## src/rtl/gpio_stage_pkg.sv

```systemverilog
package gpio_stage_pkg;
  typedef enum logic [1:0] {
    MODE_BIDIR = 2'b00,
    MODE_OUT   = 2'b01,
    MODE_IN    = 2'b10,
    MODE_ALT   = 2'b11
  } pin_mode_e;

  localparam int unsigned ADDR_W = 2;
  localparam logic [ADDR_W-1:0] ADDR_DATA = 2'd0;
  localparam logic [ADDR_W-1:0] ADDR_MLO  = 2'd1;
  localparam logic [ADDR_W-1:0] ADDR_MHI  = 2'd2;
  localparam logic [ADDR_W-1:0] ADDR_DSEL = 2'd3;
endpackage

```

## src/rtl/gpio_rst_sync.sv

```systemverilog
module gpio_rst_sync #(
  parameter int unsigned STAGES = 2
) (
  input  logic clk,
  input  logic rst_n,
  output logic rst_sync_n
);
  logic [STAGES-1:0] sync_q;

  always_ff @(posedge clk or negedge rst_n) begin
    if (!rst_n) sync_q <= '0;
    else        sync_q <= {sync_q[STAGES-2:0], 1'b1};
  end

  assign rst_sync_n = sync_q[STAGES-1];
endmodule

```

## src/rtl/gpio_cfg_regs.sv

```systemverilog
module gpio_cfg_regs
  import gpio_stage_pkg::*;
#(
  parameter int unsigned WIDTH = 8
) (
  input  logic              clk,
  input  logic              rst_n,
  input  logic              bus_wr,
  input  logic [ADDR_W-1:0] bus_addr,
  input  logic [WIDTH-1:0]  bus_wdata,
  output logic [WIDTH-1:0]  mode_lo,
  output logic [WIDTH-1:0]  mode_hi,
  output logic [WIDTH-1:0]  drv_sel,
  output logic [WIDTH-1:0]  master_q
);
  logic [WIDTH-1:0] mode_lo_d, mode_hi_d, drv_sel_d, master_d;
  logic             en_lo, en_hi, en_dsel, en_data;

  always_comb begin
    en_data   = bus_wr && (bus_addr == ADDR_DATA);
    en_lo     = bus_wr && (bus_addr == ADDR_MLO);
    en_hi     = bus_wr && (bus_addr == ADDR_MHI);
    en_dsel   = bus_wr && (bus_addr == ADDR_DSEL);
    master_d  = en_data ? bus_wdata : master_q;
    mode_lo_d = en_lo   ? bus_wdata : mode_lo;
    mode_hi_d = en_hi   ? bus_wdata : mode_hi;
    drv_sel_d = en_dsel ? bus_wdata : drv_sel;
  end

  always_ff @(posedge clk or negedge rst_n) begin
    if (!rst_n) begin
      master_q <= '1;
      mode_lo  <= '0;
      mode_hi  <= '0;
      drv_sel  <= '0;
    end else begin
      master_q <= master_d;
      mode_lo  <= mode_lo_d;
      mode_hi  <= mode_hi_d;
      drv_sel  <= drv_sel_d;
    end
  end

  assert_cfg_write_R2: assert property (@(posedge clk) disable iff (!rst_n)
    (bus_wr && bus_addr == ADDR_MHI) |=> (mode_hi == $past(bus_wdata)));
endmodule

```

## src/rtl/gpio_stage_latch.sv

```systemverilog
module gpio_stage_latch #(
  parameter int unsigned WIDTH = 8
) (
  input  logic             clk,
  input  logic             rst_n,
  input  logic             instr_start,
  input  logic             instr_end,
  input  logic [WIDTH-1:0] master_q,
  input  logic [WIDTH-1:0] pin_in,
  output logic [WIDTH-1:0] slave_q,
  output logic [WIDTH-1:0] sample_q
);
  logic [WIDTH-1:0] slave_d, sample_d;

  always_comb begin
    slave_d  = instr_end   ? master_q : slave_q;
    sample_d = instr_start ? pin_in   : sample_q;
  end

  always_ff @(posedge clk or negedge rst_n) begin
    if (!rst_n) begin
      slave_q  <= '1;
      sample_q <= '0;
    end else begin
      slave_q  <= slave_d;
      sample_q <= sample_d;
    end
  end

  assert_slave_copy_R3: assert property (@(posedge clk) disable iff (!rst_n)
    instr_end |=> (slave_q == $past(master_q)));
  assert_slave_hold_R3: assert property (@(posedge clk) disable iff (!rst_n)
    !instr_end |=> $stable(slave_q));
  assert_sample_load_R4: assert property (@(posedge clk) disable iff (!rst_n)
    instr_start |=> (sample_q == $past(pin_in)));
  assert_sample_hold_R4: assert property (@(posedge clk) disable iff (!rst_n)
    !instr_start |=> $stable(sample_q));
endmodule

```

## src/rtl/gpio_pad_drive.sv

```systemverilog
module gpio_pad_drive
  import gpio_stage_pkg::*;
#(
  parameter int unsigned WIDTH = 8
) (
  input  logic [WIDTH-1:0] mode_lo,
  input  logic [WIDTH-1:0] mode_hi,
  input  logic [WIDTH-1:0] drv_sel,
  input  logic [WIDTH-1:0] slave_q,
  input  logic [WIDTH-1:0] af_out,
  output logic [WIDTH-1:0] pad_do,
  output logic [WIDTH-1:0] pad_oe,
  output logic [WIDTH-1:0] pad_od,
  output logic [WIDTH-1:0] pad_pu
);
  for (genvar i = 0; i < WIDTH; i++) begin : g_pin
    pin_mode_e mode;
    logic      src;
    logic      open_drain;

    always_comb begin
      mode       = pin_mode_e'({mode_hi[i], mode_lo[i]});
      src        = (mode == MODE_ALT) ? af_out[i] : slave_q[i];
      open_drain = (mode == MODE_BIDIR) || drv_sel[i];
      pad_pu[i]  = (mode == MODE_BIDIR);
      if (mode == MODE_IN) begin
        pad_oe[i] = 1'b0;
        pad_do[i] = 1'b0;
        pad_od[i] = 1'b0;
      end else if (open_drain) begin
        pad_oe[i] = ~src;
        pad_do[i] = 1'b0;
        pad_od[i] = 1'b1;
      end else begin
        pad_oe[i] = 1'b1;
        pad_do[i] = src;
        pad_od[i] = 1'b0;
      end
    end
  end
endmodule

```

## src/rtl/gpio_stage_port.sv

```systemverilog
module gpio_stage_port
  import gpio_stage_pkg::*;
#(
  parameter int unsigned WIDTH = 8
) (
  input  logic              clk,
  input  logic              rst_n,
  input  logic              bus_wr,
  input  logic [ADDR_W-1:0] bus_addr,
  input  logic [WIDTH-1:0]  bus_wdata,
  output logic [WIDTH-1:0]  bus_rdata,
  input  logic              instr_start,
  input  logic              instr_end,
  input  logic [WIDTH-1:0]  pin_in,
  input  logic [WIDTH-1:0]  af_out,
  output logic [WIDTH-1:0]  pad_do,
  output logic [WIDTH-1:0]  pad_oe,
  output logic [WIDTH-1:0]  pad_od,
  output logic [WIDTH-1:0]  pad_pu
);
  logic             rst_sync_n;
  logic [WIDTH-1:0] mode_lo, mode_hi, drv_sel, master_q, slave_q, sample_q;

  gpio_rst_sync #(.STAGES(2)) u_rst (
    .clk(clk), .rst_n(rst_n), .rst_sync_n(rst_sync_n)
  );

  gpio_cfg_regs #(.WIDTH(WIDTH)) u_regs (
    .clk(clk), .rst_n(rst_sync_n), .bus_wr(bus_wr), .bus_addr(bus_addr),
    .bus_wdata(bus_wdata), .mode_lo(mode_lo), .mode_hi(mode_hi),
    .drv_sel(drv_sel), .master_q(master_q)
  );

  gpio_stage_latch #(.WIDTH(WIDTH)) u_latch (
    .clk(clk), .rst_n(rst_sync_n), .instr_start(instr_start),
    .instr_end(instr_end), .master_q(master_q), .pin_in(pin_in),
    .slave_q(slave_q), .sample_q(sample_q)
  );

  gpio_pad_drive #(.WIDTH(WIDTH)) u_drive (
    .mode_lo(mode_lo), .mode_hi(mode_hi), .drv_sel(drv_sel),
    .slave_q(slave_q), .af_out(af_out), .pad_do(pad_do),
    .pad_oe(pad_oe), .pad_od(pad_od), .pad_pu(pad_pu)
  );

  always_comb begin
    unique case (bus_addr)
      ADDR_DATA: bus_rdata = sample_q;
      ADDR_MLO:  bus_rdata = mode_lo;
      ADDR_MHI:  bus_rdata = mode_hi;
      default:   bus_rdata = drv_sel;
    endcase
  end

  // Pull-up only where both mode bits are low.
  assert_pullup_bidir_R9: assert property (@(posedge clk) disable iff (!rst_sync_n)
    (pad_pu & (mode_lo | mode_hi)) == '0);
  // Input-mode pins never enable the driver.
  assert_input_tristate_R5: assert property (@(posedge clk) disable iff (!rst_sync_n)
    (pad_oe & mode_hi & ~mode_lo) == '0);
  // An open-drain pin never drives high.
  assert_od_no_high_R7: assert property (@(posedge clk) disable iff (!rst_sync_n)
    (pad_oe & pad_od & pad_do) == '0);
endmodule

```

## config.mk

```make
export PLATFORM = sky130hd
export DESIGN_NAME = gpio_stage_port
export DESIGN_NICKNAME = d
export VERILOG_FILES = /design/src/rtl/gpio_stage_pkg.sv /design/src/rtl/gpio_rst_sync.sv /design/src/rtl/gpio_cfg_regs.sv /design/src/rtl/gpio_stage_latch.sv /design/src/rtl/gpio_pad_drive.sv /design/src/rtl/gpio_stage_port.sv
export SDC_FILE = /design/constraint.sdc
export NUM_CORES = 1
export LEC_CHECK = 0
export BUFFER_PORTS_ARGS = -buffer_cell sky130_fd_sc_hd__buf_2
export CELL_PAD_IN_SITES_DETAIL_PLACEMENT = 1
export CELL_PAD_IN_SITES_GLOBAL_PLACEMENT = 2
export CORE_ASPECT_RATIO = 1.5
export CORE_MARGIN = 2
export CORE_UTILIZATION = 36
export CTS_BUF_LIST = sky130_fd_sc_hd__clkbuf_8
export DETAILED_ROUTE_END_ITERATION = 6
export PLACE_DENSITY = 0.78
export SLEW_MARGIN = 0
export SYNTH_ARGS = -nofsm -noshare
export SYNTH_HDL_FRONTEND = slang
export SYNTH_SLANG_ARGS = --single-unit
```

## constraint.sdc

```tcl
create_clock -name clk -period 1.8 [get_ports clk]
set_input_delay 0 -clock clk [delete_from_list [all_inputs] [get_ports clk]]
set_output_delay 0 -clock clk [all_outputs]
set_load 0.1 [all_outputs]
```

==> flow_summary.json, run 1 <==
{
  "status": "finished, final reports clean",
  "postSynthCellCount": 172,
  "power.density_nw_per_um2": 1470,
  "io_buffers": 70,
  "post-cts-setup-buffer-count": 0,
  "grt_max_degree": 27,
  "die_area_um2": 7500,
  "yosys_most_used_dff": "dfrtp_1",
  "ant_nets": 0,
  "clkSinkCount": 50,
  "num_vias": 1783,
  "htree_num_levels": 2,
  "yosysUniqueCellTypes": 21,
  "startpoint": "u_regs.mode_hi[1]",
  "globalplace.congestion": 0.702,
  "power_mw": 4.87,
  "synth-xor-area-share_pct": 0,
  "tightestPinTransition_ns": 0.597,
  "placementRows": 36,
  "synth_edf_count": 0,
  "drt-total-wl_um": 5830,
  "crit_required_ns": 1.80,
  "antenna_found_initial": 0,
  "die_h_um": 105,
  "hp-class": "in2reg",
  "cts_root_buf": "clkbuf_8",
  "initial_core_util_pct": 37.5,
  "finClkSkew_ns": 0.00253,
  "numCtsBuffers": 5,
  "cts_tree": "done",
  "pwr-share-comb_pct": 50.4,
  "setup_viol": 0,
  "wl_per_cell_um": 17.1,
  "clk_latency_ns": 0.30,
  "track_usage_pct": 16.3,
  "holdCritStartpoint": "instr_end",
  "final-max-slew-violation-count": 0,
  "fin_crit_ns": 1.66,
  "internal_power_mw": 2.35,
  "critPathCaptureType": "primary output",
  "yosys_register_bits": 50,
  "slew_headroom_pct": 60.2,
  "avgSynthCellArea_um2": 14.3,
  "critical_path.max_fanout": 6,
  "post-route-util_pct": 50.8,
  "start_kind": "flip-flop",
  "vdd_ir_drop_max_uv": 596,
  "dr.pass1.iters": 2,
  "whs_ns": 0.142,
  "io_pins": 71,
  "syn_nets": 203,
  "synth-compound-area-share_pct": 6.48,
  "drive_gt1_share_pct": 67.2,
  "die_w_um": 71.4,
  "yosysWarnings": 0,
  "drc": 0,
  "yosys.area_share.simple_pct": 5.97,
  "synthMuxAreaShare_pct": 33.3,
  "pwr-share-clk_pct": 15.3,
  "max_cap_violations": 0,
  "r2r-start": "u_rst.sync_q[1]",
  "p_sw_share_pct": 51.7,
  "grt.overflow.total": 0,
  "leakage_nw": 1.50,
  "ys_async_sr_fraction_pct": 100,
  "finalNetCount": 295,
  "synth_area_um2": 2450,
  "dpl.hpwl_um": 4130,
  "grt_pass1_vias": 1902,
  "synth_top_family_by_area": "multiplexers",
  "p_switching_mw": 2.52,
  "ys_seq_area_share_pct": 51.8,
  "grt_pass1_wl_um": 9530,
  "clk_pin_slew_ns": 0.09,
  "n_antenna_cell": 0,
  "drt_first_iter_violations": 32,
  "crit_arrival_ns": 1.66,
  "min_period_over_period_pct": 92.1,
  "fmax_mhz": 603,
  "synthAdderAreaFrac_pct": 0,
  "cts_buffer_depth": 2,
  "core_um2": 6530,
  "syn_to_final_growth_pct": 35.4,
  "seq_power_share_pct": 34.2,
  "viasPerCell": 5.23,
  "hold_violations": 0,
  "path_class": "reg2out",
  "rsz0062_at_grt": "no"
}
## metrics by stage
| stage | setup TNS, ns | worst slack [ns] | instance area [µm²] | cells |
|---|---|---|---|---|
| floorplan | -0.112 | -0.0160 | 2590 | 172 |
| CTS | 0 | 0.138 | 3320 | 341 |
| finish | 0 | 0.142 | 3320 | 341 |
| global route | 0 | 0.0530 | 3320 | 341 |
| detailed placement | 0 | 0.483 | 3030 | 315 |
| global placement | 0 | 0.509 | 3030 | 315 |
## power by group through the flow
stage	sequential (mW)	combinational (mW)	clock [mW]
floorplan	1.61	2.14	0
global placement	1.68	2.42	0
detailed placement	1.69	2.44	0
CTS	1.67	2.47	0.772
global route	1.71	2.54	0.802
finish	1.67	2.45	0.747
## cell families after synthesis
group / Yosys count
AND/OR/NAND/NOR: 21
other: 1
multiplexers: 65
flip-flops: 50
AO/OA/AOI/OAI: 23
buffers and inverters: 12
## registers in the layout (all words and copies together) (netlist names)
| signal | cells |
|---|---|
| u_latch.sample_q | 8 |
| u_latch.slave_q | 8 |
| u_regs.drv_sel | 8 |
| u_regs.master_q | 8 |
| u_regs.mode_hi | 8 |
| u_regs.mode_lo | 8 |
| u_rst.sync_q | 2 |
## Yosys cell counts, types with 2 or more instances
cell,number,area (µm²)
a21o_1,7,52.6
dfrtp_1,34,851
inv_1,8,30.0
mux2i_1,8,80.1
mux4_2,7,158
nor2_1,8,30.0
clkbuf_1,2,7.51
o2bb2ai_1,7,61.3
mux2_2,49,552
nand3b_2,2,22.5
dfstp_2,16,420
nor3b_1,7,52.6
o21ai_0,9,45.0
## final timing paths
check	cells after the start	endpoint	slack, ns
worst max-delay path	4	pad_oe[1]	0.14
worst min-delay path	2	u_latch.slave_q[3]	0.14
worst max register to register	1	u_latch.slave_q[1]	0.91
worst min register to register	0	u_regs.mode_hi[5]	0.28
max in group asynchronous	1	u_latch.slave_q[1]	0.91
min in group asynchronous	0	u_regs.mode_hi[5]	0.28
## layout make-up
type	count	area, µm²
clock buffer	8	110
timing repair buffer	89	553
tap	76	95.1
fill	701	3210
multi-input combinational	110	1260
sequential	50	1270
inverter	8	30.0
## cells in the final DEF (no fill, tap or decap)
master and count:
buf_2 69, mux2_2 49, dfrtp_1 33, dlygate4sd3_1 18, dfstp_2 16, inv_1 8, o21ai_0 8, clkbuf_8 8
mux4_2 7, nor2_4 7, a21o_1 7, o2bb2ai_2 7, mux2i_1 7, nor3b_2 7, nand3b_2 2, nor2_1 1
mux4_1 1, mux2i_2 1, nor2b_1 1, o21ai_1 1, and3_1 1, nor3b_4 1, nand3_2 1, clkbuf_4 1
buf_12 1, conb_1 1, dfrtp_2 1
## routing by layer
layer	vias to the layer above	wire length [µm]	track usage, %
met2	41	3210	29.0
li1	822	-	-
met5	-	0	0
met4	0	63	4.45
met3	4	220	2.99
met1	916	2340	19.8
## worst max-delay path: stages (launching register included)
cell	delay, ns
dfrtp_1	0.49
inv_1	0.06
o21ai_0	0.23
o2bb2ai_2	0.13
buf_2	0.44
## what timing repair did
item	4_1_cts	5_1_grt
setup endpoints to repair	0	1
endpoints found under the hold margin	42	0
hold buffers	18	0
gates resized for setup	0	1
Power figures use the tool's default switching activity.
==> run 2: changes to the inputs <==
--- a/config.mk
+++ b/config.mk
@@ -6,14 +6,13 @@
 export NUM_CORES = 1
 export LEC_CHECK = 0
 export BUFFER_PORTS_ARGS = -buffer_cell sky130_fd_sc_hd__buf_2
-export CELL_PAD_IN_SITES_DETAIL_PLACEMENT = 1
+export CELL_PAD_IN_SITES_DETAIL_PLACEMENT = 0
 export CELL_PAD_IN_SITES_GLOBAL_PLACEMENT = 2
 export CORE_ASPECT_RATIO = 1.5
 export CORE_MARGIN = 2
-export CORE_UTILIZATION = 36
-export CTS_BUF_LIST = sky130_fd_sc_hd__clkbuf_8
+export CORE_UTILIZATION = 37
 export DETAILED_ROUTE_END_ITERATION = 6
-export PLACE_DENSITY = 0.78
+export PLACE_DENSITY = 0.8
 export SLEW_MARGIN = 0
 export SYNTH_ARGS = -nofsm -noshare
 export SYNTH_HDL_FRONTEND = slang
==> constraint.sdc (replaced) <==
create_clock -name clk -period 2.05 [get_ports clk]
set_input_delay 0 -clock clk [delete_from_list [all_inputs] [get_ports clk]]
set_output_delay 0 -clock clk [all_outputs]
set_load 0.1 [all_outputs]
==> run 2 against run 1 <==
Compared with the run above: critical endpoint is now pad_oe[3]; non-clock buffer count unchanged; routed wire length decreased by 8.1%; design area shrank 3.0%; critical path depth stayed put; hold slack lost 0.0039 ns; clock power shrank 21%; cell count did not move; setup slack gained 0.32 ns; power decreased by 15%.
==> flow_summary.json, run 2 (same netlist as run 1, synthesis figures left out) <==
{
  "initial_core_util_pct": 38.1,
  "leakage_nw": 1.48,
  "post_dp_cell_area_um2": 2950,
  "critical_path.max_fanout": 6,
  "reg2reg_slack_ns": 1.18,
  "die_area_um2": 7310,
  "die_h_um": 104,
  "status": "finished, final reports clean",
  "io_buffers": 70,
  "grt_pass1_vias": 1781,
  "finalNetCount": 295,
  "finClkSkew_ns": 0.00772,
  "post-route-util_pct": 50.0,
  "final_common_cell": "buf_2",
  "critPathCaptureType": "primary output",
  "path_cells": "inv_1 -> o21ai_0 -> o2bb2ai_1 -> buf_2",
  "cts_buffer_depth": 2,
  "drt-total-wl_um": 5360,
  "numCtsBuffers": 5,
  "setup_viol": 0,
  "cts_resized": 0,
  "grt_pass1_wl_um": 8910,
  "fin_crit_ns": 1.58,
  "cp_num_buf_inv": 2,
  "ctsHoldBuffers": 18,
  "tightestPinTransition_ns": 0.567,
  "rsz0062_at_grt": "no",
  "tns_ns": 0,
  "drt_first_iter_violations": 71,
  "dpl.hpwl_um": 3870,
  "core_um2": 6440,
  "vdd_ir_drop_max_uv": 688,
  "path_class": "reg2out",
  "htree_num_levels": 2,
  "antenna_found_initial": 0,
  "slowest_stage": "dfrtp_1",
  "track_usage_pct": 15.5,
  "crit_path_max_incr_delay_ns": 0.46,
  "placementRows": 36,
  "cts_root_buf": "clkbuf_8",
  "die_w_um": 70.5,
  "clk_latency_ns": 0.30,
  "crit_family": "buffers and inverters",
  "crit_arrival_ns": 1.58,
  "wl_per_cell_um": 15.7,
  "final_cell_mix": "buf_2 (70), mux2_2 (49), dfrtp_1 (33)",
  "globalplace.congestion": 0.798,
  "viasPerCell": 5.18,
  "start_kind": "flip-flop",
  "final-max-slew-violation-count": 0,
  "ant_nets": 0,
  "n_antenna_cell": 0,
  "drc": 0,
  "clk_pin_slew_ns": 0.09,
  "crit_required_ns": 2.05,
  "min_period_over_period_pct": 77.2,
  "power.density_nw_per_um2": 1280,
  "cts_tree": "done",
  "num_vias": 1767,
  "drive_gt1_share_pct": 64.2,
  "syn_to_final_growth_pct": 31.3,
  "fmax_mhz": 631,
  "dr.pass1.iters": 4,
  "hold_violations": 0,
  "slew_headroom_pct": 62.2,
  "fillers": 600,
  "io_pins": 71,
  "grt_max_degree": 26,
  "design_area_um2": 3220,
  "max_cap_violations": 0,
  "grt.overflow.total": 0,
  "clkSinkCount": 50,
  "hp-class": "in2reg",
  "power_mw": 4.12,
  "post-cts-setup-buffer-count": 0
}
[run 2: final timing paths]
kind	from	endpoint	depth (start not counted)
max	u_regs.mode_hi[3]	pad_oe[3]	4
min	instr_end	u_latch.slave_q[7]	2
max reg2reg	u_rst.sync_q[1]	u_regs.master_q[1]	1
min reg2reg	u_rst.sync_q[1]	u_latch.sample_q[0]	0
max in group asynchronous	u_rst.sync_q[1]	u_regs.master_q[1]	1
min in group asynchronous	u_rst.sync_q[1]	u_latch.sample_q[0]	0
[run 2: metrics by stage]
stage	std cells	worst slack, ns	hold slack [ns]
after floorplan	172	0.0534	-0.296
after global placement	315	0.755	-0.214
after detailed placement	315	0.751	-0.213
after CTS	341	0.445	0.116
after global routing	341	0.334	0.139
final	341	0.466	0.138
[run 2: final cells by class]
| class | count | area [µm²] | share of cell area [%] |
|---|---|---|---|
| sequential | 50 | 1270 | 39.5 |
| multi-input combinational | 110 | 1180 | 36.6 |
| timing repair buffer | 89 | 551 | 17.1 |
| tap | 76 | 95.1 | 2.95 |
| clock buffer | 6 | 82.6 | 2.56 |
| inverter | 8 | 30.0 | 0.932 |
| clock inverter | 2 | 12.5 | 0.389 |
[run 2: routing by layer]
layer | share of wire [%] | up-vias | GRT usage, %
met1 | 39 | 898 | 18.7
li1 | - | 820 | -
met3 | 4.5 | 7 | 3.31
met2 | 55 | 42 | 27.4
met5 | 0 | - | 0
met4 | 1.1 | 0 | 4.40
[run 2: report_power, final]
| group | internal (mW) | leakage [nW] | switching, mW |
|---|---|---|---|
| combinational | 0.476 | 0.863 | 1.64 |
| sequential | 1.21 | 0.568 | 0.205 |
| clock | 0.272 | 0.0472 | 0.321 |
